**src/rtl/fjx_pkg.sv**
```systemverilog
package fjx_pkg;

    localparam int BYTE_W = 8;
    localparam int PAGE_W = 3;
    localparam int TAG_W  = 5;

    localparam logic [TAG_W-1:0]  SHORT_JUMP_TAG = 5'b00001;
    localparam logic [BYTE_W-1:0] LONG_JUMP_OP   = 8'h02;

    typedef logic [BYTE_W-1:0] byte_t;
    typedef logic [PAGE_W-1:0] page_t;

    typedef struct packed {
        logic  hit;
        page_t page;
    } detect_t;

    typedef enum logic {
        PH_IDLE    = 1'b0,
        PH_OPERAND = 1'b1
    } phase_e;

    function automatic logic is_short_jump(byte_t b);
        return b[TAG_W-1:0] == SHORT_JUMP_TAG;
    endfunction

    function automatic page_t page_field(byte_t b);
        return b[BYTE_W-1 -: PAGE_W];
    endfunction

endpackage

```
**src/rtl/fjx_detect.sv**
```systemverilog
module fjx_detect
    import fjx_pkg::*;
(
    input  logic    fetch_stb,
    input  logic    op_fetch,
    input  logic    armed,
    input  byte_t   flash_data,
    output detect_t det,
    output byte_t   cpu_data
);
    always_comb begin
        det.hit  = fetch_stb & op_fetch & armed & is_short_jump(flash_data);
        det.page = page_field(flash_data);
        cpu_data = det.hit ? LONG_JUMP_OP : flash_data;
    end
endmodule

```
**src/rtl/fjx_tracker.sv**
```systemverilog
module fjx_tracker #(
    parameter int OPERAND_BYTES = 2
) (
    input  logic clk,
    input  logic rst,
    input  logic fetch_stb,
    input  logic start,
    output logic armed,
    output logic commit
);
    import fjx_pkg::*;

    localparam int CNT_W = $clog2(OPERAND_BYTES + 1);
    localparam logic [CNT_W-1:0] CNT_LOAD = CNT_W'(OPERAND_BYTES);
    localparam logic [CNT_W-1:0] CNT_LAST = CNT_W'(1);

    phase_e           phase;
    logic [CNT_W-1:0] remaining;

    assign armed  = (phase == PH_IDLE);
    assign commit = (phase == PH_OPERAND) && fetch_stb && (remaining == CNT_LAST);

    always_ff @(posedge clk) begin
        if (rst) begin
            phase     <= PH_IDLE;
            remaining <= '0;
        end else begin
            case (phase)
                PH_IDLE: begin
                    if (start) begin
                        phase     <= PH_OPERAND;
                        remaining <= CNT_LOAD;
                    end
                end
                PH_OPERAND: begin
                    if (fetch_stb) begin
                        remaining <= remaining - CNT_LAST;
                        if (remaining == CNT_LAST) begin
                            phase <= PH_IDLE;
                        end
                    end
                end
                default: phase <= PH_IDLE;
            endcase
        end
    end
endmodule

```
**src/rtl/fjx_page_reg.sv**
```systemverilog
module fjx_page_reg
    import fjx_pkg::*;
(
    input  logic  clk,
    input  logic  rst,
    input  logic  load,
    input  page_t load_page,
    input  logic  commit,
    output page_t hold_page,
    output page_t page_hi
);
    always_ff @(posedge clk) begin
        if (rst) begin
            hold_page <= '0;
            page_hi   <= '0;
        end else begin
            if (load) begin
                hold_page <= load_page;
            end
            if (commit) begin
                page_hi <= hold_page;
            end
        end
    end
endmodule

```
**src/rtl/far_jump_extender.sv**
```systemverilog
module far_jump_extender
    import fjx_pkg::*;
#(
    parameter int OPERAND_BYTES = 2
) (
    input  logic              clk,
    input  logic              rst,
    input  logic              fetch_stb,
    input  logic              op_fetch,
    input  logic [BYTE_W-1:0] flash_data,
    output logic [BYTE_W-1:0] cpu_data,
    output logic [PAGE_W-1:0] page_hi
);
    detect_t det;
    logic    armed;
    logic    commit;
    page_t   hold_page;

    fjx_detect u_detect (
        .fetch_stb  (fetch_stb),
        .op_fetch   (op_fetch),
        .armed      (armed),
        .flash_data (flash_data),
        .det        (det),
        .cpu_data   (cpu_data)
    );

    fjx_tracker #(.OPERAND_BYTES(OPERAND_BYTES)) u_tracker (
        .clk       (clk),
        .rst       (rst),
        .fetch_stb (fetch_stb),
        .start     (det.hit),
        .armed     (armed),
        .commit    (commit)
    );

    fjx_page_reg u_page (
        .clk       (clk),
        .rst       (rst),
        .load      (det.hit),
        .load_page (det.page),
        .commit    (commit),
        .hold_page (hold_page),
        .page_hi   (page_hi)
    );
endmodule

```
**config.mk**
```make
export PLATFORM = sky130hd
export DESIGN_NAME = far_jump_extender
export DESIGN_NICKNAME = d
export VERILOG_FILES = /design/src/rtl/fjx_pkg.sv /design/src/rtl/fjx_detect.sv /design/src/rtl/fjx_tracker.sv /design/src/rtl/fjx_page_reg.sv /design/src/rtl/far_jump_extender.sv
export SDC_FILE = /design/constraint.sdc
export NUM_CORES = 1
export LEC_CHECK = 0
export CAP_MARGIN = 20
export CORE_AREA = 4 4 41 43
export CTS_CLUSTER_DIAMETER = 80
export DETAILED_ROUTE_END_ITERATION = 8
export DIE_AREA = 0 0 45 47
export GPL_ROUTABILITY_DRIVEN = 0
export GPL_TIMING_DRIVEN = 0
export PLACE_DENSITY = 0.79
export SLEW_MARGIN = 10
export SYNTH_ARGS = -nofsm -noshare
export SYNTH_HDL_FRONTEND = slang
export SYNTH_SLANG_ARGS = --single-unit
```
**constraint.sdc**
```tcl
create_clock -name clk -period 3.2 [get_ports clk]
set_clock_uncertainty 0.2 [all_clocks]
set_input_delay 0.8 -clock clk [delete_from_list [all_inputs] [get_ports clk]]
set_output_delay 0.8 -clock clk [all_outputs]
set_load 0.05 [all_outputs]
```
### Word-level counts from Yosys, hierarchy flattened

Cells that the tools add are included.

* reduce and logical (&&, ||, !) cells: 3
* equality and inequality tests: 4
* bitwise gates (word level): 4
* mux-type cells: 8
* add/subtract/negate cells: 1

Operators with widths (number)
* $mux W8: 1
* $eq A5 B1 Y1 const B: 1
* $mux W2: 2
* $pmux W2 S2: 1
* $and A1 B1 Y1: 3
* $mux W1: 3
* $eq A2 B1 Y1 const B: 1
* $logic_and A1 B1 Y1: 2
* $ne A2 B1 Y1 const B: 1
* $ne A2 B2 Y1 const B: 1
* $pmux W1 S2: 1
* $reduce_and A2 Y1: 1
* $sub A2 B1 Y2 const B: 1
* $not A1 Y1: 1

* word-level logic and storage cells: 24
* flip-flop bits (word level): 9
* bits of input ports: 12

### Depth between registers and ports, before layout

Gate-level depths: netlist of run 1.

* depth in word-level cells: 5
* gate-level depth with buffers: 5

### Modules after synthesis

Synthesis of run 1 repeated with hierarchy kept, for this count alone.

* cell total of the unflattened synthesis: 47
* area total of the unflattened synthesis: 462.9 µm²

By module, submodules not included
* fjx_page_reg: times used 1, cells each 18, area an instance 202.7 µm², seq. area each 120.1 µm²
* fjx_tracker: times used 1, cells each 15, area an instance 147.6 µm², seq. area each 60.1 µm²
* fjx_detect: times used 1, cells each 14, area an instance 112.6 µm², seq. area each 0.0 µm²

### Least setup slack after synthesis of run 1

OpenSTA, ideal clock, no wires.

* path kind: input to output
* from: input port flash_data[2]
* to: output port cpu_data[1]
* buffers on the path: 1
* arrival time: 2.118 ns
* stages on the path: 4
* setup slack: 0.082 ns
* data required time: 2.200 ns
* cell sequence: or4_4 or2_1 buf_6 or2b_1

* word-level cells in the longest chain between the ends: 3

Ends and longest elaborated chain
* start, declared: RTL line far_jump_extender.sv:10 `input logic [BYTE_W-1:0] flash_data,`
* $eq A5 B1 Y1: RTL line fjx_pkg.sv:24 `return b[TAG_W-1:0] == SHORT_JUMP_TAG;`
* $and A1 B1 Y1: RTL line fjx_detect.sv:12 `det.hit = fetch_stb & op_fetch & armed & is_short_jump(flash_data);`
* $mux W8: RTL line fjx_detect.sv:14 `cpu_data = det.hit ? LONG_JUMP_OP : flash_data;`
* end, declared: RTL line far_jump_extender.sv:11 `output logic [BYTE_W-1:0] cpu_data,`

No other way between the ends.

### Final worst setup path of run 1

* from: input port flash_data[1]
* to: output port cpu_data[1]

* word-level cells in the longest chain between the ends: 3

Ends and longest elaborated chain (RTL line)
* $eq A5 B1 Y1: fjx_pkg.sv:24
* $and A1 B1 Y1: fjx_detect.sv:12
* $mux W8 (*): fjx_detect.sv:14

Every way passes the cells marked *; elsewhere a longest branch is shown, timed or not.

==> flow_metrics.env, run 1 <==
export IMPL_setup_viol=0
export IMPL_ys_flop_type="dfxtp_1"
export IMPL_num_rows=13
export IMPL_vias=468
export IMPL_r2r_setup_slack_ns=1.63
export IMPL_clkPwrFrac_pct=33.4
export IMPL_power_density_nw_per_um2=342
export IMPL_syn_area_sq_um=460
export IMPL_period_needed_ns=3.12
export IMPL_area_delta_synth_final_pct=65.8
export IMPL_synthCells=52
export IMPL_yosysUniqueCellTypes=23
export IMPL_drt_first_pass_iters=7
export IMPL_rr_startpoint="u_tracker.phase"
export IMPL_yosys_top_cells_count="dfxtp_1, and2_2, nor2_1, o21ai_0"
export IMPL_synthArstFlopShare_pct=0
export IMPL_clock_latency_ns=0.25
export IMPL_drive_above_1_share_pct=27.2
export IMPL_final_cells=96
export IMPL_max_clock_freq_mhz=320
export IMPL_clk_pin_slew_ns=0.06
export IMPL_hold_path_class="flop to flop"
export IMPL_max_stage_delay_ns=0.53
export IMPL_maxCapViolCount=0
export IMPL_grt_overflow_total=0
export IMPL_wl_mm=1.16
export IMPL_crit_fanout=8
export IMPL_yosys_warnings=0
export IMPL_hold_path_depth=2
export IMPL_tightest_slew_ns=0.499
export IMPL_setup_slack_ns=0.0791
export IMPL_p_seq_share_pct=43.1
export IMPL_p_int_mw=0.190
export IMPL_comb_power_share_pct=23.5
export IMPL_tritoncts="built"
export IMPL_synth_largest_area_cell="dfxtp_1"
export IMPL_synth_top_area_share_pct=39.1
export IMPL_grt_use_total_pct=12.4
export IMPL_relSlewSlack_pct=66.6
export IMPL_post_place_ws_ns=-0.910
export IMPL_root_buffer="clkbuf_4"
export IMPL_htree_levels=1
export IMPL_ys_top_cells_by_area="dfxtp_1, mux2i_1, and2_2"
export IMPL_hp_start="u_tracker.phase"
export IMPL_swShare_pct=27.5
export IMPL_drtIter0Drc=8
export IMPL_die_w_um=45
export IMPL_antenna_found_initial=0
export IMPL_power_total_mw=0.261
export IMPL_fin_nets=95
export IMPL_core_area_sq_um=1300
export IMPL_numCtsBuffers=3
export IMPL_synth_edf_count=0
export IMPL_leakagePower_nw=0.334
export IMPL_critPathKind="primary input to output port"
export IMPL_crit_top_cell="buf_6"
export IMPL_synth_seq_area_share_pct=39.1
export IMPL_place_hpwl_um=825
export IMPL_grt_max_degree=11
export IMPL_p_sw_mw=0.0718
export IMPL_peakVddDrop_mv=0.206
export IMPL_end_kind="output port"
export IMPL_slowest_stage="or4_4"
export IMPL_die_area_sq_um=2120
export IMPL_crit_chain="buf_2 -> or4_4 -> or2_1 -> buf_6 -> or2b_1 -> buf_6"
export IMPL_antenna_cells=0
export IMPL_outcome="completed"
export IMPL_rsz0062_at_grt="false"
export IMPL_cp_data_required_time_ns=2.20
export IMPL_hold_viol_final=0
export IMPL_r2r_end="u_tracker.remaining[1]"
export IMPL_drc=0
export IMPL_viasPerCell=4.88
export IMPL_syn_num_nets=65
export IMPL_numPortBuffers=22
export IMPL_synth_most_common_cell="dfxtp_1"
export IMPL_avgSynthCellArea_sq_um=8.85
export IMPL_start_kind="primary input"
export IMPL_whs_endpoint="u_tracker.phase"
export IMPL_rr_worst_depth=5
export IMPL_initial_utilization_pct=35.4
export IMPL_yosys_register_bits=9
export IMPL_dp_cells=89
export IMPL_ios=23
export IMPL_grt_pass1_wl_mm=1.88
export IMPL_wl_per_cell_um=12.0
export IMPL_clkSinkCount=9
export IMPL_ctsLongestPathBuffers=2
export IMPL_die_h_um=47
export IMPL_post_route_period_util_pct=97.5
export IMPL_cp_arrival_ns=2.12
export IMPL_drv_slew=0
export IMPL_grt_pass1_vias=410
export IMPL_ant_nets=0
layout by cell type (no fill, tap or decap), drive strengths merged:
master / Yosys / final
clkdlybuf4s50: 0 / 10
or4: 1 / 1
mux2i: 3 / 3
nand3: 1 / 1
and2: 4 / 4
or2b: 1 / 1
o211ai: 1 / 1
o21ai: 6 / 6
or2: 2 / 2
dlymetal6s2s: 0 / 2
clkdlybuf4s15: 0 / 1
nand2: 3 / 3
nand4b: 1 / 1
dlygate4sd2: 0 / 1
ha: 1 / 1
a21oi: 2 / 2
nor2b: 3 / 3
nand2b: 3 / 3
dlygate4sd3: 1 / 1
a311oi: 1 / 1
dfxtp: 9 / 9
inv: 1 / 1
buf: 1 / 11
nor2: 4 / 4
clkbuf: 3 / 8
worst max path at each step:
stage                              from     endpoint  slack, ns
after CTS                 flash_data[4]  cpu_data[1]       0.03
after global routing      flash_data[1]  cpu_data[1]       0.01
after floorplan           flash_data[2]  cpu_data[1]       0.08
final                     flash_data[1]  cpu_data[1]       0.08
after global placement    flash_data[2]  cpu_data[1]      -0.89
after detailed placement  flash_data[2]  cpu_data[1]      -0.91
stage by stage:
step / setup TNS [ns] / area, sq um / hold WS, ns / util (%)
6_report: 0 / 763 / 0.287 / 58.7
5_1_grt: 0 / 763 / 0.307 / 58.7
4_1_cts: 0 / 762 / 0.289 / 58.6
3_5_place_dp: -4.65 / 699 / 0.280 / 53.8
3_3_place_gp: -4.64 / 699 / 0.257 / 53.8
2_1_floorplan: 0 / 460 / 0.252 / -
power by group through the flow:
stage	clock network, mW	registers (mW)	logic, mW
after floorplan	0	0.115	0.0298
after global placement	0	0.115	0.0563
after detailed placement	0	0.115	0.0567
after CTS	0.0887	0.113	0.0619
after global routing	0.0945	0.113	0.0649
final	0.0872	0.113	0.0615
worst max-delay path, delay by kind of cell:
family	cells	cell delay, ns
AND/OR/NAND/NOR	3	0.92
buffers and inverters	3	0.39
timing repair:
item	4_1_cts	5_1_grt
resized for setup	55	4
setup endpoints to repair	6	5
hold buffers	0	0
setup buffers	3	0
pin swaps	3	3
layout make-up:
class	instances	area (sq um)
clock buffer	4	26.3
sequential	9	180
buffer	5	32.5
tap	15	18.8
fill	132	538
multi-input combinational	37	249
timing repair buffer	25	253
inverter	1	3.75
logic make-up after synthesis:
group           share of synthesized area [%]
fa+ha+maj                                2.72
compound gates                           13.6
mux                                      6.52
simple gates                             30.2
buf+inv                                  7.88
flops                                    39.1
state kept, by name, indices dropped and copies added (netlist names):
| register | flops |
|---|---|
| u_tracker.phase | 1 |
| u_page.hold_page | 3 |
| u_page.page_hi | 3 |
| u_tracker.remaining | 2 |
routing by layer:
layer	up-vias	global-route usage (%)	share of wire, %
met1	206	14.2	40
met2	29	19.8	45
met5	-	0	0
met3	2	6.90	15
li1	231	-	-
met4	0	3.51	0.69
Power figures use the tool's default switching activity.
==> inputs of run 2 (changes only) <==
- GPL_TIMING_DRIVEN: 0 -> unset
- SETUP_SLACK_MARGIN: unset -> 0.02
==> run 2 against run 1 <==
- clock-buffer cell count did not move
- total power is 3.9% higher
- highest routed layer unchanged
- critical path type unchanged
- final cell count rose by 1.0%
- worst hold slack better by 0.0019 ns
==> flow_metrics.env, run 2 (synthesized netlist as in run 1, its figures left out) <==
export IMPL_outcome="completed"
export IMPL_antenna_found_initial=0
export IMPL_crit_buf_inv=2
export IMPL_place_hpwl_um=945
export IMPL_grt_pass1_vias=498
export IMPL_cp_data_required_time_ns=2.20
export IMPL_grt_use_total_pct=13.3
export IMPL_grt_max_degree=13
export IMPL_period_needed_ns=3.15
export IMPL_clkSinkCount=9
export IMPL_drt_first_pass_iters=4
export IMPL_final_cell_mix="clkdlybuf4s50_1, buf_4, dfxtp_1"
export IMPL_max_clock_freq_mhz=318
export IMPL_peakVddDrop_mv=0.201
export IMPL_die_h_um=47
export IMPL_grt_pass1_wl_mm=1.93
export IMPL_tightest_slew_ns=0.498
export IMPL_multi_input_area_sq_um=248
export IMPL_leakagePower_nw=0.344
export IMPL_setup_viol=0
export IMPL_num_rows=13
export IMPL_clock_latency_ns=0.27
export IMPL_post_route_period_util_pct=98.3
export IMPL_htree_levels=1
export IMPL_max_stage_delay_ns=0.52
export IMPL_rsz0062_at_grt="false"
export IMPL_antenna_cells=0
export IMPL_drive_above_1_share_pct=34.1
export IMPL_hold_path_class="flop to flop"
export IMPL_clk_pin_slew_ns=0.06
export IMPL_crit_fanout=7
export IMPL_wl_per_cell_um=12.1
export IMPL_ios=23
export IMPL_fin_nets=96
export IMPL_numCtsBuffers=3
export IMPL_core_area_sq_um=1300
export IMPL_ant_nets=0
export IMPL_holdWs_ns=0.289
export IMPL_hold_viol_final=0
export IMPL_r2r_setup_slack_ns=1.72
export IMPL_ctsLongestPathBuffers=2
export IMPL_numPortBuffers=22
export IMPL_die_w_um=45
export IMPL_drtIter0Drc=2
export IMPL_postCtsSetupRepairBufs=0
export IMPL_seq_area_sq_um=180
export IMPL_root_buffer="clkbuf_4"
export IMPL_critPathKind="primary input to output port"
export IMPL_setup_tns_ns=0
export IMPL_vias=476
export IMPL_power_density_nw_per_um2=334
export IMPL_initial_utilization_pct=35.4
export IMPL_die_area_sq_um=2120
export IMPL_drv_slew=0
export IMPL_relSlewSlack_pct=66.7
export IMPL_grt_overflow_total=0
export IMPL_holdBufCountCts=0
export IMPL_top_regs="u_page.hold_page: 3 flops, u_page.page_hi: 3 flops, u_tracker.remaining: 2 flops"
export IMPL_fillers=108
export IMPL_area_delta_synth_final_pct=76.4
export IMPL_start_kind="primary input"
export IMPL_cpLargestDelayFamily="simple AND/OR/NAND/NOR gates"
export IMPL_crit_chain="clkdlybuf4s15_1 -> or4_4 -> or2_4 -> and2_2 -> buf_6"
export IMPL_maxCapViolCount=0
export IMPL_tritoncts="built"
export IMPL_end_kind="output port"
export IMPL_final_common_cell="clkdlybuf4s50_1"
export IMPL_slowest_stage="or4_4"
export IMPL_wl_mm=1.18
export IMPL_drc=0
export IMPL_viasPerCell=4.91
export IMPL_cp_arrival_ns=2.15
## run 2: changes by cell type in the layout (fill, tap and decap cells not counted), moves of 3 or more
cell      before  now
and2_2         0    3
and2_4         4    1
buf_12         0    4
buf_4          3    9
buf_8          4    1
clkbuf_1       4    1
## run 2: worst paths after layout
| check | from | end | cells past startpoint |
|---|---|---|---|
| setup / recovery | flash_data[3] | cpu_data[7] | 5 |
| hold / removal | u_page.hold_page[2] | u_page.page_hi[2] | 2 |
| setup reg to reg | u_tracker.phase | u_tracker.remaining[1] | 4 |
| hold reg to reg | u_page.hold_page[2] | u_page.page_hi[2] | 2 |
## run 2: what timing repair did
action | in CTS | in global routing
pin swaps | 2 | 2
resized for setup | 11 | 3
endpoints found under the setup margin | 5 | 5
## run 2: worst register-to-register path, stage by stage, from the launching register on
cell and delay [ns]:
dfxtp_1 0.34, nand4b_1 0.20, or2_4 0.30, buf_4 0.15, a311oi_2 0.21
## run 2: final cells by class
cell class / count / area share [%]
clock buffer: 4 / 3.24
sequential: 9 / 22.2
inverter: 1 / 0.462
timing repair buffer: 31 / 41.3
tap: 15 / 2.31
multi-input combinational: 37 / 30.5
## run 2: where the power goes
part | switching [mW] | leakage (nW) | internal (mW) | total, mW
sequential | 0.000255 | 0.0725 | 0.112 | 0.113
combinational | 0.0336 | 0.256 | 0.0358 | 0.0695
clock | 0.0411 | 0.0150 | 0.0482 | 0.0892
## run 2: metal layers
metal / wire [um] / up-vias / track usage [%]
li1: - / 236 / -
met1: 437 / 210 / 11.3
met2: 569 / 24 / 24.0
met3: 141 / 6 / 7.28
met4: 29 / 0 / 8.77
met5: 0 / - / 0
## run 2: per-stage QoR
| stage | area (sq um) | utilization, % | cells | worst slack (ns) | power [mW] |
|---|---|---|---|---|---|
| after global routing | 812 | 62.4 | 97 | 0.0224 | 0.285 |
| final | 812 | 62.4 | 97 | 0.0549 | 0.271 |
| after detailed placement | 764 | 58.8 | 93 | -0.250 | 0.183 |
| after CTS | 806 | 61.9 | 97 | 0.0233 | 0.274 |
| after global placement | 764 | 58.8 | 93 | -0.217 | 0.182 |
| after floorplan | 460 | - | 52 | 0.0815 | 0.145 |
==> inputs of run 3 (changes only) <==
- TNS_END_PERCENT: unset -> 10
==> run 3 against run 2 <==
- worst hold slack is the same
- clock-buffer cell count is the same
- maximum frequency shrank 0.55%
- final cell count is the same
- combinational power is essentially flat
- sequential share of layout area is essentially flat
- critical path depth is the same
- clock power is essentially flat
==> flow_metrics.env, run 3 (synthesized netlist as in run 1, its figures left out) <==
export IMPL_setup_viol=0
export IMPL_drt_first_pass_iters=4
export IMPL_drc=0
export IMPL_leakagePower_nw=0.344
export IMPL_grt_overflow_total=0
export IMPL_clkPwrFrac_pct=32.9
export IMPL_grt_use_total_pct=13.3
export IMPL_p_seq_share_pct=41.6
export IMPL_grt_busiest_layer="met2"
export IMPL_setup_slack_ns=0.0375
export IMPL_die_h_um=47
export IMPL_p_sw_mw=0.0749
export IMPL_ios=23
export IMPL_grt_max_degree=13
export IMPL_drv_slew=0
export IMPL_max_stage_delay_ns=0.49
export IMPL_hp_start="u_page.hold_page[2]"
export IMPL_hold_viol_final=0
export IMPL_grt_pass1_wl_mm=1.93
export IMPL_period_needed_ns=3.16
export IMPL_slowest_stage="or4_4"
export IMPL_clock_latency_ns=0.27
export IMPL_wl_per_cell_um=12.1
export IMPL_dpl_instance_area_sq_um=764
export IMPL_holdBufCountCts=0
export IMPL_initial_utilization_pct=35.4
export IMPL_worstSetupEndpoint="cpu_data[1]"
export IMPL_root_buffer="clkbuf_4"
export IMPL_num_rows=13
export IMPL_top_regs="u_page.hold_page: 3 flops, u_page.page_hi: 3 flops, u_tracker.remaining: 2 flops"
export IMPL_crit_fanout=7
export IMPL_htree_levels=1
export IMPL_holdWs_ns=0.289
export IMPL_area_delta_synth_final_pct=76.1
export IMPL_p_int_mw=0.196
export IMPL_cp_data_required_time_ns=2.20
export IMPL_drtIter0Drc=2
export IMPL_start_kind="primary input"
export IMPL_antenna_cells=0
export IMPL_tritoncts="built"
export IMPL_swShare_pct=27.6
export IMPL_cp_arrival_ns=2.16
export IMPL_rsz0062_at_grt="true"
export IMPL_post_route_period_util_pct=98.8
export IMPL_final_cell_mix="clkdlybuf4s50_1, buf_4, dfxtp_1"
export IMPL_r2r_setup_slack_ns=1.72
export IMPL_critPathKind="primary input to output port"
export IMPL_utilization_pct=62.3
export IMPL_power_density_nw_per_um2=335
export IMPL_hold_path_class="flop to flop"
export IMPL_maxCapViolCount=0
export IMPL_wl_mm=1.18
export IMPL_clkSinkCount=9
export IMPL_comb_power_share_pct=25.5
export IMPL_crit_start="flash_data[4]"
export IMPL_drive_above_1_share_pct=34.1
export IMPL_antenna_found_initial=0
export IMPL_post_place_ws_ns=-0.250
export IMPL_rr_startpoint="u_tracker.phase"
export IMPL_r2r_end="u_tracker.remaining[1]"
export IMPL_numCtsBuffers=3
export IMPL_tightest_slew_ns=0.498
export IMPL_core_area_sq_um=1300
export IMPL_grt_pass1_vias=498
export IMPL_clk_pin_slew_ns=0.06
export IMPL_ant_nets=0
export IMPL_viasPerCell=4.92
export IMPL_die_w_um=45
export IMPL_final_cell_area_sq_um=811
export IMPL_outcome="completed"
export IMPL_postCtsSetupRepairBufs=0
export IMPL_vias=477
export IMPL_place_hpwl_um=945
export IMPL_ctsLongestPathBuffers=2
export IMPL_final_common_cell="clkdlybuf4s50_1"
export IMPL_end_kind="output port"
export IMPL_relSlewSlack_pct=66.7
export IMPL_fin_nets=96
export IMPL_max_clock_freq_mhz=316
export IMPL_met1_usage_pct=11.3
export IMPL_die_area_sq_um=2120
export IMPL_grt_util_met2_pct=24.0
export IMPL_crit_chain="dlygate4sd2_1 -> or4_4 -> or2_4 -> or2b_1 -> buf_12"
export IMPL_power_total_mw=0.271
export IMPL_grtUsageMet3_pct=7.28
export IMPL_peakVddDrop_mv=0.201
export IMPL_rr_worst_depth=4
export IMPL_numPortBuffers=22
-- run 3: critical path: cells and delay by family --
family / cells / cell delay (ns)
buffers and inverters: 2 / 0.39
and+or+nand+nor: 3 / 0.97
-- run 3: repair_timing --
action / 4_1_cts / 5_1_grt
resized for setup: 11 / 2
pin swaps: 2 / 1
setup endpoints to repair: 5 / 5
-- run 3: worst min-delay path by stage --
stage          slack (ns)  depth (start not counted)                end
2_1_floorplan        0.25                          2  u_page.page_hi[0]
3_3_place_gp         0.27                          2  u_page.page_hi[2]
3_5_place_dp         0.27                          2  u_page.page_hi[2]
4_1_cts              0.29                          2  u_page.page_hi[2]
5_1_grt              0.33                          2    u_tracker.phase
6_report             0.29                          2  u_page.page_hi[2]
-- run 3: stage by stage --
stage	setup TNS [ns]	instances
floorplan	0	52
global placement	-1.05	93
detailed placement	-1.21	93
CTS	0	97
global route	0	97
finish	0	97
-- run 3: per-layer routing --
layer  share of wire, %  vias to the layer above
met3                 12                        6
met2                 48                       24
met5                  0                        -
met1                 37                      212
li1                   -                      235
met4                2.5                        0
-- run 3: final cells by class --
type | instances | area [sq um]
Multi-Input combinational cell | 37 | 248
Inverter | 1 | 3.75
Clock buffer | 4 | 26.3
Sequential cell | 9 | 180
Tap cell | 15 | 18.8
Fill cell | 109 | 490
Timing Repair Buffer | 31 | 334
-- run 3: power groups by stage --
stage / logic [mW] / registers (mW) / clock network, mW
finish: 0.0693 / 0.113 / 0.0892
floorplan: 0.0298 / 0.115 / 0
global placement: 0.0666 / 0.115 / 0
CTS: 0.0684 / 0.113 / 0.0927
detailed placement: 0.0673 / 0.115 / 0
global route: 0.0725 / 0.113 / 0.0996
